<file path="config.mk">
export PLATFORM = sky130hd
export DESIGN_NAME = rx_tag_fifo
export DESIGN_NICKNAME = d
export VERILOG_FILES = /design/src/rtl/rx_tag_pkg.sv /design/src/rtl/rx_tag_mem.sv /design/src/rtl/rx_tag_ctrl.sv /design/src/rtl/rx_tag_status.sv /design/src/rtl/rx_tag_fifo.sv
export SDC_FILE = /design/constraint.sdc
export NUM_CORES = 1
export LEC_CHECK = 0
export ABC_CLOCK_PERIOD_IN_PS = 4520
export BUFFER_PORTS_ARGS = -buffer_cell sky130_fd_sc_hd__buf_4
export CAP_MARGIN = 15
export CORE_UTILIZATION = 50
export CTS_CLUSTER_SIZE = 20
export DETAILED_ROUTE_END_ITERATION = 8
export PLACE_DENSITY = 0.66
export SLEW_MARGIN = 0
export SYNTH_ARGS = -nofsm -noshare
export SYNTH_HDL_FRONTEND = slang
export SYNTH_SLANG_ARGS = --single-unit
</file>
<file path="constraint.sdc">
create_clock -name clk -period 4.52 [get_ports clk]
set_input_delay 0.226 -clock clk [delete_from_list [all_inputs] [get_ports clk]]
set_output_delay 0.226 -clock clk [all_outputs]
set_load 0.05 [all_outputs]
</file>
<file path="src/rtl/rx_tag_pkg.sv">
package rx_tag_pkg;

    typedef enum logic [1:0] {
        FS_EMPTY   = 2'd0,
        FS_PARTIAL = 2'd1,
        FS_FULL    = 2'd2
    } fill_state_e;

    localparam int TAG_W    = 3;
    localparam int LS_READY = 0;
    localparam int LS_OVR   = 1;
    localparam int LS_TAG_LO = 2;

endpackage

</file>
<file path="src/rtl/rx_tag_mem.sv">
module rx_tag_mem #(
    parameter int DEPTH = 64,
    parameter int W     = 11,
    localparam int AW   = (DEPTH > 1) ? $clog2(DEPTH) : 1
) (
    input  logic          clk,
    input  logic          we,
    input  logic [AW-1:0] waddr,
    input  logic [W-1:0]  wdata,
    input  logic [AW-1:0] raddr,
    output logic [W-1:0]  rdata
);

    logic [W-1:0] cells [DEPTH];

    always_ff @(posedge clk) begin
        if (we) begin
            cells[waddr] <= wdata;
        end
    end

    assign rdata = cells[raddr];

endmodule

</file>
<file path="src/rtl/rx_tag_ctrl.sv">
module rx_tag_ctrl
    import rx_tag_pkg::*;
#(
    parameter int DEPTH = 64,
    localparam int CNTW = $clog2(DEPTH + 1),
    localparam int AW   = (DEPTH > 1) ? $clog2(DEPTH) : 1
) (
    input  logic            clk,
    input  logic            rst_n,
    input  logic            clr,
    input  logic            fifo_en,
    input  logic            wr_valid,
    input  logic            rd_req,
    output logic            push,
    output logic            ovr_evt,
    output logic [AW-1:0]   wptr,
    output logic [AW-1:0]   rptr,
    output logic [CNTW-1:0] cnt
);

    fill_state_e     st, st_nxt;
    logic            is_empty, is_full, pop;
    logic [CNTW-1:0] cap, cnt_nxt;

    function automatic logic [AW-1:0] bump(input logic [AW-1:0] p);
        return (p == AW'(DEPTH - 1)) ? '0 : p + AW'(1);
    endfunction

    // state register
    always_ff @(posedge clk or negedge rst_n) begin
        if (!rst_n) begin
            st <= FS_EMPTY;
        end else begin
            st <= st_nxt;
        end
    end

    // outputs decoded from the state
    always_comb begin
        is_empty = 1'b0;
        is_full  = 1'b0;
        unique case (st)
            FS_EMPTY:   is_empty = 1'b1;
            FS_PARTIAL: ;
            FS_FULL:    is_full  = 1'b1;
            default:    is_empty = 1'b1;
        endcase
    end

    always_comb begin
        cap     = fifo_en ? CNTW'(DEPTH) : CNTW'(1);
        pop     = rd_req && !is_empty && !clr;
        push    = wr_valid && !is_full && !clr;
        ovr_evt = wr_valid && is_full && !clr;
        cnt_nxt = clr ? '0 : cnt + CNTW'(push) - CNTW'(pop);
    end

    // next state: accept / drain / hold / flush
    always_comb begin
        if (cnt_nxt == '0) begin
            st_nxt = FS_EMPTY;
        end else if (cnt_nxt >= cap) begin
            st_nxt = FS_FULL;
        end else begin
            st_nxt = FS_PARTIAL;
        end
    end

    always_ff @(posedge clk or negedge rst_n) begin
        if (!rst_n) begin
            cnt  <= '0;
            wptr <= '0;
            rptr <= '0;
        end else if (clr) begin
            cnt  <= '0;
            wptr <= '0;
            rptr <= '0;
        end else begin
            cnt <= cnt_nxt;
            if (push) wptr <= bump(wptr);
            if (pop)  rptr <= bump(rptr);
        end
    end

endmodule

</file>
<file path="src/rtl/rx_tag_status.sv">
module rx_tag_status
    import rx_tag_pkg::*;
#(
    parameter int DEPTH = 64,
    localparam int CNTW = $clog2(DEPTH + 1)
) (
    input  logic             clk,
    input  logic             rst_n,
    input  logic             clr,
    input  logic             lsr_rd,
    input  logic             ovr_evt,
    input  logic             fifo_en,
    input  logic [CNTW-1:0]  trig_lvl,
    input  logic [CNTW-1:0]  cnt,
    input  logic [TAG_W-1:0] head_tag,
    output logic [7:0]       line_stat,
    output logic             irq
);

    logic            ovr_q;
    logic            has_data;
    logic [CNTW-1:0] trig_eff;

    always_ff @(posedge clk or negedge rst_n) begin
        if (!rst_n) begin
            ovr_q <= 1'b0;
        end else if (clr) begin
            ovr_q <= 1'b0;
        end else if (ovr_evt) begin
            ovr_q <= 1'b1;
        end else if (lsr_rd) begin
            ovr_q <= 1'b0;
        end
    end

    always_comb begin
        has_data = (cnt != '0);
        trig_eff = (trig_lvl == '0) ? CNTW'(1) : trig_lvl;
        irq      = fifo_en ? (cnt >= trig_eff) : has_data;
        line_stat = '0;
        line_stat[LS_READY] = has_data;
        line_stat[LS_OVR]   = ovr_q;
        line_stat[LS_TAG_LO +: TAG_W] = has_data ? head_tag : '0;
    end

endmodule

</file>
<file path="src/rtl/rx_tag_fifo.sv">
module rx_tag_fifo
    import rx_tag_pkg::*;
#(
    parameter int DEPTH  = 64,
    parameter int DATA_W = 8,
    localparam int CNTW  = $clog2(DEPTH + 1)
) (
    input  logic              clk,
    input  logic              rst_n,
    input  logic              fifo_clr,
    input  logic              fifo_en,
    input  logic [CNTW-1:0]   trig_lvl,
    input  logic              wr_valid,
    input  logic [DATA_W-1:0] wr_data,
    input  logic [2:0]        wr_tag,
    input  logic              rd_strobe,
    input  logic              lsr_rd,
    output logic [DATA_W-1:0] rd_data,
    output logic [7:0]        line_stat,
    output logic              rx_trig_irq,
    output logic [CNTW-1:0]   fill_cnt
);

    localparam int AW = (DEPTH > 1) ? $clog2(DEPTH) : 1;
    localparam int EW = DATA_W + TAG_W;

    logic          push, ovr_evt;
    logic [AW-1:0] wptr, rptr;
    logic [EW-1:0] head;

    rx_tag_ctrl #(.DEPTH(DEPTH)) u_ctrl (
        .clk(clk), .rst_n(rst_n), .clr(fifo_clr), .fifo_en(fifo_en),
        .wr_valid(wr_valid), .rd_req(rd_strobe), .push(push),
        .ovr_evt(ovr_evt), .wptr(wptr), .rptr(rptr), .cnt(fill_cnt)
    );

    rx_tag_mem #(.DEPTH(DEPTH), .W(EW)) u_mem (
        .clk(clk), .we(push), .waddr(wptr), .wdata({wr_tag, wr_data}),
        .raddr(rptr), .rdata(head)
    );

    rx_tag_status #(.DEPTH(DEPTH)) u_stat (
        .clk(clk), .rst_n(rst_n), .clr(fifo_clr), .lsr_rd(lsr_rd),
        .ovr_evt(ovr_evt), .fifo_en(fifo_en), .trig_lvl(trig_lvl),
        .cnt(fill_cnt), .head_tag(head[EW-1 -: TAG_W]),
        .line_stat(line_stat), .irq(rx_trig_irq)
    );

    assign rd_data = (fill_cnt != '0) ? head[DATA_W-1:0] : '0;

endmodule

</file>
Word level (Yosys, flattened, before mapping)

Memories as Yosys holds them, arrays and structs flattened.
Index checks and enable logic that the tools add are counted.

Output and inout port bits: 24
Word-level logic and storage cells: 52
Memories kept: 1
Register bits: 22
Memory bits (writable): 704

Memories:

| name        | depth | width | read ports | clocked after Yosys merged registers in | wr ports | RTL line         | text |
|---|---|---|---|---|---|---|---|
| u_mem.cells | 64    | 11    | 1          | 0                                       | 1        | rx_tag_mem.sv:14 | `logic [W-1:0] cells [DEPTH];` |

$add $sub $neg: 4
Reduce and logical (&&, ||, !) cells: 15
Equal/unequal tests: 4
Muxes and demuxes: 21
Order comparisons: 2

Operators with widths:

| operator                                            | count |
|---|---|
| 2-to-1 mux 6 bit                                    | 6 |
| 2-to-1 mux 7 bit                                    | 4 |
| >= comparator 7 bit                                 | 2 |
| logical NOT 7 bit                                   | 2 |
| adder 6 x 1 -> 6 bit, second input constant         | 2 |
| equality test 6 bit, second input constant          | 2 |
| 2-to-1 mux 8 bit                                    | 1 |
| adder 7 x 1 -> 7 bit                                | 1 |
| 2-to-1 mux 1 bit                                    | 7 |
| nonzero test 7 bit                                  | 1 |
| subtractor 7 x 1 -> 7 bit                           | 1 |
| logical AND 1 bit                                   | 6 |
| 2-to-1 mux 2 bit                                    | 2 |
| nonzero test 2 bit                                  | 2 |
| 2-to-1 mux 3 bit                                    | 1 |
| nonzero test 3 bit                                  | 1 |
| equality test 2 x 1 -> 1 bit, second input constant | 1 |
| equality test 2 bit, second input constant          | 1 |
| logical NOT 1 bit                                   | 2 |
| OR reduction 2 bit                                  | 1 |

Depth between registers and ports, before layout

Depth in word-level cells: 11
Mapped depth: 18

Cells and area by module

A second synthesis with hierarchy kept.

Cell total of the unflattened synthesis: 1467
Area total of the unflattened synthesis: 28982.8 µm²

By module, submodules not included:

| module        | sequential area each (µm²) | area each (µm²) | cells each | times used |
|---|---|---|---|---|
| rx_tag_mem    | 21140.3                    | 27266.2         | 1268       | 1 |
| rx_tag_ctrl   | 525.5                      | 1316.3          | 146        | 1 |
| rx_tag_status | 25.0                       | 309.0           | 43         | 1 |
| rx_tag_fifo   | 0.0                        | 91.3            | 10         | 1 |

Least setup slack after synthesis

Ideal clock, no wire load.

Path type: reg-to-reg
Start point: register u_ctrl.st[0]
End point: register u_ctrl.st[1]
Clock period less this slack: 3665 ps
Setup time: 131 ps
Path slack: 855 ps
Stages on the path, launching flop included: 17
Arrival time: 3534 ps
Path buffers: 0
Cells stage by stage: dfrtp_1 inv_1 ha_1 nor2b_1 nor2b_1 inv_1 ha_1 inv_1 ha_1 inv_1 fa_1 and2b_1 o31ai_1 mux2_2 or4_4 o32a_1 nor2b_4

Longest elaborated chain between the ends: 11

RTL lines:

| item                           | RTL line          | text |
|---|---|---|
| from (decl)                    | rx_tag_ctrl.sv:21 | `fill_state_e st, st_nxt;` |
| from (signal assigned)         | rx_tag_ctrl.sv:34 | `st <= st_nxt;` |
| equality test 2 bit            | rx_tag_ctrl.sv:42 | `unique case (st)` |
| 2-to-1 mux 1 bit               | rx_tag_ctrl.sv:42 |  |
| logical NOT 1 bit              | rx_tag_ctrl.sv:53 | `push = wr_valid && !is_full && !clr;` |
| logical AND 1 bit (2 in a row) | rx_tag_ctrl.sv:53 |  |
| adder 7 x 1 -> 7 bit           | rx_tag_ctrl.sv:55 | `cnt_nxt = clr ? '0 : cnt + CNTW'(push) - CNTW'(pop);` |
| subtractor 7 x 1 -> 7 bit *    | rx_tag_ctrl.sv:55 |  |
| 2-to-1 mux 7 bit *             | rx_tag_ctrl.sv:55 |  |
| >= comparator 7 bit            | rx_tag_ctrl.sv:62 | `end else if (cnt_nxt >= cap) begin` |
| 2-to-1 mux 2 bit               | rx_tag_ctrl.sv:62 |  |
| 2-to-1 mux 2 bit *             | rx_tag_ctrl.sv:60 | `if (cnt_nxt == '0) begin` |
| net u_ctrl.st_nxt[1]           | rx_tag_ctrl.sv:21 |  |

The timed path passes the listed nets; every way through them passes the cells marked *.
A chain may end at the register's enable or synchronous reset.

Worst setup path after layout

Start point: register u_ctrl.rptr[0]
End point: output line_stat[4]

Longest elaborated chain between the ends: 2

RTL lines:

| item                      | RTL line            | text |
|---|---|---|
| from (decl)               | rx_tag_ctrl.sv:17   | `output logic [AW-1:0] rptr,` |
| from (signal assigned)    | rx_tag_ctrl.sv:81   | `if (pop) rptr <= bump(rptr);` |
| memory read (64 x 11 bit) | --                  |  |
| 2-to-1 mux 3 bit          | rx_tag_status.sv:43 | `line_stat[LS_TAG_LO +: TAG_W] = has_data ? head_tag : '0;` |
| to (decl)                 | rx_tag_fifo.sv:19   | `output logic [7:0] line_stat,` |

Every way passes these cells.

==> metrics <==
skew final 0.0229 ns; max incr delay on CP ~0.8 ns; Post-synth EDFFs 704; Starting Density roughly 51%; Hold/Removal Path Class primary input to flip-flop; DP Area between 0.03 and 0.04 mm2; Final Instance Count excl. Fillers ~2400; initial antenna violation count 0; CTS Sinks about 730; CTS tree yes; FF-to-FF End u_ctrl.st[0]; mux contribution to synthesized area between 10% and 20%; hold_ws just over 0.04 ns; post-synthesis adder-cell area fraction less than 1%; CP Data Required Time 4.29 ns; fin crit period around 4.2 ns; crit path cell chain buf_4, mux4_2, mux2i_1, a21oi_1, a21oi_1, o22ai_1, buf_4; final-report hold violation count 0; Cell Area, Synth between 0.02 and 0.03 mm2; maximum VDD drop about 0.4 mV; DR vias approximately 15000; Slew Limit Headroom between 15 and 20%; share of layout cells above drive strength 1 24.6%; Avg Cell Area, Syn ~19 um2; LEAKAGE roughly 0.010 uW; die width 242 um; CP arrival ~3.9 ns; Reg2Reg Depth 16; cell count after synthesis 1485; synth unique cells 59; Tot GR Track Use ~22%; CP max FO 30; critical path class flip-flop to output pin; actual slew at the worst max-slew pin ~1.2 ns; largest family of logic cells by synthesized area multiplexers; htree depth 3; fmax ~240 MHz; Core ar. roughly 0.057 mm2; RSZ-0062 raised after global routing false; fillers 4139; clock buffer count from CTS between 70 and 80; global route overflow 0; Max Buffers Root-to-Sink 3; DR vias/cell 6.05; status completed; first-pass GRT wire length slightly below 100 mm; power density over the cells ~510 mW/mm2; Synth Area in Compound Gates between 4 and 5%; first-iteration detailed-routing DRC count 1528; Critical Path End line_stat[4]; FF+latch count, synth 726; total negative slack 0 ns; max-slew violation count 0; port bufs 45; io pins 49; fraction of registers with async set/reset 3.03%; type of origin of the critical path flip-flop; post-CTS sizing 0; gpl congestion 0.898; largest net degree at the start of global routing 65; Area Growth Syn to Fin 13.4%; Reg clk slew, reported paths 0.06 ns; ANT nets after route 0; Post-Synth Simple-Gate Area about 3.5%; Pre-antenna DRT Iters 5; postcts setup bufs 0; setup violators final 0; Synthesis Warnings 0; worst r2r src u_ctrl.st[0]; final WL approximately 64 mm; Max Cap Viol 0; Critical-path top delay cell dfrtp_4; vias in the first global route 14600; clk root buf clkbuf_16; r2r setup slk about 0.44 ns; post-DP HPWL 38.7 mm; Critical Path End Type output pin; total power around 17000 uW; critical path launch point u_ctrl.rptr[0]; Rows between 80 and 90; Die Y about 240 um; wire length per cell 26.7 um; Final nets ~1700; die footprint between 0.05 and 0.06 mm2; Post-Synth XOR/XNOR Area less than 1%; post-synthesis sequential area ratio 75.3%; clock latency on the worst-skew pair between 0.6 and 0.7 ns; prevailing post-synth register cell edfxtp_1; Final period util around 92%; post-route DRC violation count 0; Design Area, Final approximately 0.033 mm2; placed cells around 2300
Yosys cell counts, types with 12 or more instances:
| cell type | count | area, um2 |
|---|---|---|
| o22ai_1 | 26 | 163 |
| nand3_1 | 17 | 85.1 |
| dfrtp_1 | 22 | 551 |
| nand2_1 | 34 | 128 |
| mux2i_1 | 64 | 641 |
| nor2b_1 | 17 | 106 |
| a221oi_1 | 29 | 254 |
| edfxtp_1 | 704 | 21100 |
| ha_1 | 21 | 263 |
| mux2_2 | 45 | 507 |
| mux4_2 | 128 | 2880 |
| o21ai_0 | 19 | 95.1 |
| nor3_1 | 12 | 60.1 |
| a21oi_1 | 23 | 115 |
| inv_1 | 19 | 71.3 |
| a22oi_1 | 36 | 270 |
| buf_2 | 35 | 175 |
| nor2_1 | 90 | 338 |
| clkbuf_1 | 34 | 128 |
worst min-delay path by stage:
stage	start	to	slack, ns	cells past startpoint
2_1_floorplan	rst_n	u_ctrl.cnt[0]	-0.07	0
3_3_place_gp	rst_n	u_ctrl.cnt[1]	0.13	1
3_5_place_dp	rst_n	u_ctrl.cnt[1]	0.14	1
4_1_cts	rd_strobe	u_ctrl.rptr[1]	0.02	4
5_1_grt	rd_strobe	u_ctrl.rptr[1]	0.05	4
6_report	rd_strobe	u_ctrl.rptr[1]	0.04	4
power breakdown:
part,leakage (uW),switching (uW),total [uW],internal [uW]
Combinational,0.00257,1940,3370,1430
Clock,0.00111,2470,5780,3310
Sequential,0.00662,160,7620,7460
Total,0.0103,4560,16800,12200
kinds of logic (layout without fill, tap and decap cells):
logic type,after synthesis,after routing
simple gates,212,212
flops,726,726
fa+ha+maj,22,22
compound gates,172,172
xor+xnor,7,7
other cells,1,4
buf+inv,107,275
mux,238,238
registers in the layout, indices dropped and copies added, names as in the netlist:
name and cells:
u_ctrl.cnt 7, u_ctrl.rptr 6, u_ctrl.st 2, u_ctrl.wptr 6, u_mem.cells 704, u_stat.ovr_q 1
what timing repair did:
action,CTS,global route
hold buffers,4,0
hold endpoints to repair,33,0
endpoints found under the setup margin,0,0
metrics by stage:
step	util (%)	setup WS (ns)
6_report	57.7	0.368
3_3_place_gp	53.6	0.601
2_1_floorplan	-	0.855
5_1_grt	57.7	0.127
3_5_place_dp	53.6	0.465
4_1_cts	57.6	0.361
critical path: cells and delay by family, from the launching register on:
family                 cells  cell delay (ns)
multiplexers               2             0.88
AO/OA/AOI/OAI              3             0.87
flip-flops                 1             0.81
buffers and inverters      2             0.73
placed cells by master, fill, tap and decap left out, types with 5 or more instances in the layout:
master / netlist / final
dfrtp_1: 22 / 19
clkinv_1: 0 / 17
clkbuf_16: 0 / 76
nand2_1: 34 / 34
mux2_2: 45 / 45
buf_12: 0 / 5
nor2_1: 90 / 90
mux4_2: 128 / 128
o21ai_0: 19 / 19
buf_4: 11 / 115
clkinv_2: 0 / 9
a221oi_1: 29 / 29
a211oi_1: 6 / 6
nand2b_1: 10 / 10
clkbuf_1: 34 / 17
nor2b_1: 17 / 16
a22oi_1: 36 / 36
nor3_1: 12 / 12
a21oi_1: 23 / 23
mux2i_1: 64 / 64
xor2_1: 7 / 7
o22ai_1: 26 / 26
nand3_1: 17 / 17
inv_1: 19 / 19
o221ai_1: 5 / 5
ha_1: 21 / 21
edfxtp_1: 704 / 704
metal layers:
metal,track usage [%],up-vias,wire length (um)
met5,0,-,0
met4,7.76,0,2000
met3,4.62,117,4560
met2,34.4,535,30600
met1,32.1,7636,27200
li1,-,6309,-
cell type report:
type / count / area, um2 / share of cell area [%]
multi-input cells: 654 / 6640 / 20.3
clock buffers: 93 / 1970 / 6.02
well taps: 756 / 946 / 2.90
clock inverters: 36 / 307 / 0.938
repair buffers: 127 / 1040 / 3.18
diodes: 1 / 2.50 / 0.00766
inverters: 19 / 71.3 / 0.218
flip-flops and latches: 726 / 21700 / 66.4
Note: power is estimated with default switching activity, not from simulation.
